## src/rtl/stk_pkg.sv

```systemverilog
package stk_pkg;
  typedef enum logic [1:0] {
    CLS_LOAD  = 2'b00,
    CLS_STORE = 2'b01,
    CLS_ARITH = 2'b10,
    CLS_IDLE  = 2'b11
  } stk_cls_e;

  typedef enum logic [1:0] {
    FN_ADD  = 2'b00,
    FN_SUB  = 2'b01,
    FN_MUL  = 2'b10,
    FN_NONE = 2'b11
  } stk_fn_e;
endpackage

```

## src/rtl/stk_alu.sv

```systemverilog
module stk_alu #(
  parameter int DATA_W = 32
) (
  input  logic [1:0]        fn,
  input  logic [DATA_W-1:0] first,
  input  logic [DATA_W-1:0] second,
  output logic [DATA_W-1:0] result,
  output logic              fn_valid
);
  import stk_pkg::*;

  function automatic logic [DATA_W-1:0] combine(input logic [1:0] f,
                                                input logic [DATA_W-1:0] a,
                                                input logic [DATA_W-1:0] b);
    logic [DATA_W-1:0] r;
    case (f)
      FN_ADD:  r = a + b;
      FN_SUB:  r = a - b;
      FN_MUL:  r = a * b;
      default: r = a;
    endcase
    return r;
  endfunction

  assign result   = combine(fn, first, second);
  assign fn_valid = (fn != FN_NONE);
endmodule

```

## src/rtl/stk_store.sv

```systemverilog
module stk_store #(
  parameter int DATA_W = 32,
  parameter int DEPTH  = 8
) (
  input  logic              clk,
  input  logic              rst_n,
  input  logic              do_push,
  input  logic              do_pop,
  input  logic              do_fold,
  input  logic [DATA_W-1:0] push_data,
  input  logic [DATA_W-1:0] fold_data,
  output logic [DATA_W-1:0] top,
  output logic [DATA_W-1:0] second,
  output logic              full,
  output logic              empty,
  output logic              has_two
);
  localparam int CNT_W = $clog2(DEPTH + 1);
  localparam int IDX_W = (DEPTH > 1) ? $clog2(DEPTH) : 1;

  logic [DATA_W-1:0] slot [DEPTH];
  logic [CNT_W-1:0]  cnt;
  logic [IDX_W-1:0]  idx_top, idx_sec, idx_free;

  assign idx_free = IDX_W'(cnt);
  assign idx_top  = IDX_W'(cnt - CNT_W'(1));
  assign idx_sec  = IDX_W'(cnt - CNT_W'(2));
  assign top      = slot[idx_top];
  assign second   = slot[idx_sec];
  assign full     = (cnt == CNT_W'(DEPTH));
  assign empty    = (cnt == '0);
  assign has_two  = (cnt >= CNT_W'(2));

  always_ff @(posedge clk) begin
    if (!rst_n) begin
      cnt <= '0;
      for (int i = 0; i < DEPTH; i++) slot[i] <= '0;
    end else if (do_push) begin
      slot[idx_free] <= push_data;
      cnt            <= cnt + CNT_W'(1);
    end else if (do_pop) begin
      cnt <= cnt - CNT_W'(1);
    end else if (do_fold) begin
      slot[idx_sec] <= fold_data;
      cnt           <= cnt - CNT_W'(1);
    end
  end


  cnt_bound_chk: assert property (@(posedge clk) disable iff (!rst_n)
    cnt <= CNT_W'(DEPTH));

  no_push_full_chk: assert property (@(posedge clk) disable iff (!rst_n)
    do_push |-> !full);

  no_pop_empty_chk: assert property (@(posedge clk) disable iff (!rst_n)
    do_pop |-> !empty);

  fold_two_chk: assert property (@(posedge clk) disable iff (!rst_n)
    do_fold |-> has_two);

  one_op_chk: assert property (@(posedge clk) disable iff (!rst_n)
    $onehot0({do_push, do_pop, do_fold}));

  push_step_chk: assert property (@(posedge clk) disable iff (!rst_n)
    do_push |=> (cnt == $past(cnt) + CNT_W'(1)));
endmodule

```

## src/rtl/stack_alu_unit.sv

```systemverilog
module stack_alu_unit #(
  parameter int DATA_W = 32,
  parameter int DEPTH  = 8,
  parameter int ADDR_W = 8
) (
  input  logic              clk,
  input  logic              rst_n,
  input  logic              in_valid,
  output logic              in_ready,
  input  logic [1:0]        in_cls,
  input  logic [1:0]        in_fn,
  input  logic [ADDR_W-1:0] in_addr,
  output logic [ADDR_W-1:0] mem_addr,
  output logic              mem_rd,
  output logic              mem_wr,
  output logic [DATA_W-1:0] mem_wdata,
  input  logic [DATA_W-1:0] mem_rdata,
  output logic              ovf_flag,
  output logic              unf_flag,
  output logic              busy
);
  import stk_pkg::*;

  logic rd_pend;
  logic take, take_load, take_store, take_arith;
  logic rd_issue, wr_issue, fold_go, unf_evt, ovf_evt;
  logic full, empty, has_two, fn_valid;
  logic [DATA_W-1:0] top, second, fold_res;

  assign busy       = rd_pend;
  assign in_ready   = !rd_pend;
  assign take       = in_valid && in_ready;
  assign take_load  = take && (in_cls == CLS_LOAD);
  assign take_store = take && (in_cls == CLS_STORE);
  assign take_arith = take && (in_cls == CLS_ARITH) && fn_valid;

  assign rd_issue = take_load && !full;
  assign wr_issue = take_store && !empty;
  assign fold_go  = take_arith && has_two;
  assign unf_evt  = (take_store && empty) || (take_arith && !has_two);
  assign ovf_evt  = take_load && full;

  assign mem_addr  = in_addr;
  assign mem_rd    = rd_issue;
  assign mem_wr    = wr_issue;
  assign mem_wdata = top;

  stk_alu #(.DATA_W(DATA_W)) u_alu (
    .fn       (in_fn),
    .first    (top),
    .second   (second),
    .result   (fold_res),
    .fn_valid (fn_valid)
  );

  stk_store #(.DATA_W(DATA_W), .DEPTH(DEPTH)) u_store (
    .clk       (clk),
    .rst_n     (rst_n),
    .do_push   (rd_pend),
    .do_pop    (wr_issue),
    .do_fold   (fold_go),
    .push_data (mem_rdata),
    .fold_data (fold_res),
    .top       (top),
    .second    (second),
    .full      (full),
    .empty     (empty),
    .has_two   (has_two)
  );

  always_ff @(posedge clk) begin
    if (!rst_n) begin
      rd_pend  <= 1'b0;
      ovf_flag <= 1'b0;
      unf_flag <= 1'b0;
    end else begin
      rd_pend  <= rd_issue;
      ovf_flag <= ovf_flag | ovf_evt;
      unf_flag <= unf_flag | unf_evt;
    end
  end


  busy_after_read_chk: assert property (@(posedge clk) disable iff (!rst_n)
    mem_rd |=> busy);

  no_take_busy_chk: assert property (@(posedge clk) disable iff (!rst_n)
    busy |-> !in_ready);

  single_access_chk: assert property (@(posedge clk) disable iff (!rst_n)
    !(mem_rd && mem_wr));

  unf_sticky_chk: assert property (@(posedge clk) disable iff (!rst_n)
    unf_flag |=> unf_flag);

  no_write_on_unf_chk: assert property (@(posedge clk) disable iff (!rst_n)
    unf_evt |-> !mem_wr);

  ovf_sticky_chk: assert property (@(posedge clk) disable iff (!rst_n)
    ovf_flag |=> ovf_flag);

  no_read_on_ovf_chk: assert property (@(posedge clk) disable iff (!rst_n)
    ovf_evt |-> !mem_rd);
endmodule

```

## config.mk

```make
export PLATFORM = sky130hd
export DESIGN_NAME = stack_alu_unit
export DESIGN_NICKNAME = d
export VERILOG_FILES = /design/src/rtl/stk_pkg.sv /design/src/rtl/stk_alu.sv /design/src/rtl/stk_store.sv /design/src/rtl/stack_alu_unit.sv
export SDC_FILE = /design/constraint.sdc
export NUM_CORES = 2
export LEC_CHECK = 0
export ABC_CLOCK_PERIOD_IN_PS = 14100
export BUFFER_PORTS_ARGS = -buffer_cell sky130_fd_sc_hd__buf_2
export CORE_MARGIN = 4
export CORE_UTILIZATION = 52
export DETAILED_ROUTE_END_ITERATION = 10
export PLACE_DENSITY_LB_ADDON = 0.15
export SETUP_SLACK_MARGIN = 0.4
export SLEW_MARGIN = 20
export SYNTH_ARGS = -nofsm -noshare
export SYNTH_HDL_FRONTEND = slang
export SYNTH_SLANG_ARGS = --single-unit
```

## constraint.sdc

```tcl
create_clock -name clk -period 14.1 [get_ports clk]
set_input_delay 2.115 -clock clk [delete_from_list [all_inputs] [get_ports clk]]
set_output_delay 2.115 -clock clk [all_outputs]
set_load 0.005 [all_outputs]
```

==> reports/summary.txt <==
Global-route usage over all layers: 0.322
Via count: 23490
CTS tree: built
Syn nets: 3618
Initial antenna violation count: 0
Worst slew margin: 0.227
Distinct cell type count after synthesis: 80
CP Capture Type: flip-flop
Async SR Flop Fraction: 0
FF+latch count, synth: 263
Layout Nets: 3626
Critical Path Source Type: flip-flop
Yosys warnings: 0
DR pass1 iterations: 6
Post-route insts no fill: 3798
Crit path time final: 11330 ps
Dpl hpwl: 72700 um
DR iter-0 viols: 2173
Leading cell type in the layout, fill and taps excluded: nor2_1
Part of the cycle the worst path needs: 0.804
Seq/Total Area, Yosys: 0.249
Clock-pin slew on the worst setup and hold paths: 70 ps
Placement row count: 89
CTS buffer count: 24
Cts hold-fix bufs: 0
Most frequent cells in the layout: 570 x nor2_1, 429 x inv_1, 409 x fa_1
Slew @ Worst Pin: 1160 ps
Vias in the first global route: 24721
Final GP Congestion: 0.963
Worst R2R Path Depth: 32
FILL cells: 5161
Chip width: 254 um
HP Class: flip-flop to flip-flop
First-pass GRT wire length: 154000 um
Cell count after synthesis: 3000
Layout area overhead: 6.56%
Critical Path AT: 11580 ps
Crit path required time: 14340 ps
Via/cell ratio: 6.18
Prevailing post-synth register cell: edfxtp_1
Initial Util: 0.529
Antenna cells: 0
Final wirelength: 102000 um
# DRC: 0
Clock latency on the worst-skew pair: 540 ps
Top cell by count, worst path: fa_1
Multi-input gate area: 21200 um2
TNS Setup: 0 ps
H-Tree Depth: 1
Setup Fix Bufs, Post-CTS: 0
Slew Limit Fails: 0
Sequential Area: 7840 um2
RSZ-0062 raised after global routing: false
Clock buffer depth: 3
Die Y: 254 um
I/O pin count: 93
Gr ovfl total: 0
IO buf count: 76
Top cells by area, synth: fa_1 26%, edfxtp_1 24%, mux4_2 9.0%
Fmax: 88.2 MHz
Antenna viol nets, final: 0
Status: completed
Setup violations, final: 0
Placed cells: 3753
Hold path depth: 1
Largest net degree at the start of global routing: 62
Cell taking the most area after synthesis: fa_1
# clock sinks: 263
Syn avg cell area: 10.5 um2
CTS resizes: 0
Yosys top cell area share: 0.261
Max-cap violation count: 0
Number of synthesized flops with an enable pin: 256
Mapped cell area: 31400 um2
Final Hold Viols: 0
Slowest stage delay, CP: 990 ps
Fraction of layout cells with a size suffix above 1: 0.143
Worst Skew: 22.2 ps
Core Area: 59400 um2
Worst path slowest cell: mux2i_4
Routed len/inst: 26.9 um
Root buf cell: clkbuf_16
Critical path class: flip-flop to flip-flop
Die area: 64400 um2
CP max FO: 42
cell families after synthesis:
logic type               Yosys count  synth area share
adder cells (fa/ha/maj)          571             0.325
XOR/XNOR                         141            0.0411
flip-flops                       263             0.249
buffers and inverters            604            0.0801
AND/OR/NAND/NOR                  968             0.131
multiplexers                     199             0.119
AO/OA/AOI/OAI                    254            0.0541
sequential cells by signal, summed over array words and instances, names as in the netlist:
register / flops
u_store.slot: 256
unf_flag: 1
busy: 1
u_store.cnt: 4
ovf_flag: 1
cell type report:
cell class,count,share of cell area
inverters,440,0.0494
multi-input cells,2133,0.634
flip-flops and latches,263,0.234
repair buffers,146,0.0275
clock inverters,17,0.00714
well taps,773,0.0289
clock buffers,26,0.0188
metrics by stage:
stage | hold slack [ps] | cell area (um2) | setup WS (ps) | utilization
6_report | 466 | 33500 | 2770 | 0.564
5_1_grt | 485 | 33500 | 2350 | 0.564
4_1_cts | 472 | 33400 | 2840 | 0.563
3_5_place_dp | 455 | 32600 | 2940 | 0.549
3_3_place_gp | 450 | 32600 | 3100 | 0.548
2_1_floorplan | 464 | 31400 | 3660 | -
path summary, 6_finish.rpt:
path                               startpoint                           endpoint  slack, ps
setup / recovery  u_store.cnt[0]$_SDFFE_PN0P_  u_store.slot[0][29]$_SDFFCE_PN0P_       2770
hold / removal            unf_flag$_SDFF_PN0_                unf_flag$_SDFF_PN0_        470
setup reg to reg  u_store.cnt[0]$_SDFFE_PN0P_  u_store.slot[0][29]$_SDFFCE_PN0P_       2770
hold reg to reg           unf_flag$_SDFF_PN0_                unf_flag$_SDFF_PN0_        470
worst max-delay path, delay by kind of cell, from the launching register on:
| kind | cells | cell delay (ps) |
|---|---|---|
| adders and majority gates | 10 | 4250 |
| and+or+nand+nor | 4 | 740 |
| AOI/OAI and AO/OA | 8 | 2150 |
| buffers and inverters | 8 | 1570 |
| xor gates and xnor gates | 1 | 510 |
| DFF | 1 | 800 |
| muxes | 1 | 990 |
metal layers:
layer | wire, um | up-vias | global-route usage
li1 | - | 9862 | -
met2 | 48500 | 1286 | 0.539
met3 | 8930 | 266 | 0.0438
met4 | 5600 | 0 | 0.139
met1 | 39000 | 12076 | 0.425
met5 | 0 | - | 0
synthesized netlist by cell type, drive strengths merged, types with 18 or more instances:
cell type,count
clkbuf,97
nand2,183
nand2b,27
nor3,70
a31oi,18
buf,67
or2,41
inv,436
mux2i,60
mux4,128
a21oi,53
nor2,571
o21ai,59
xor2,51
edfxtp,256
a21o,29
xnor2,89
ha,162
fa,409
Power is left out: the tool's default activity adds up to more than one toggle a clock period on the data nets, which glitch-free logic cannot reach.
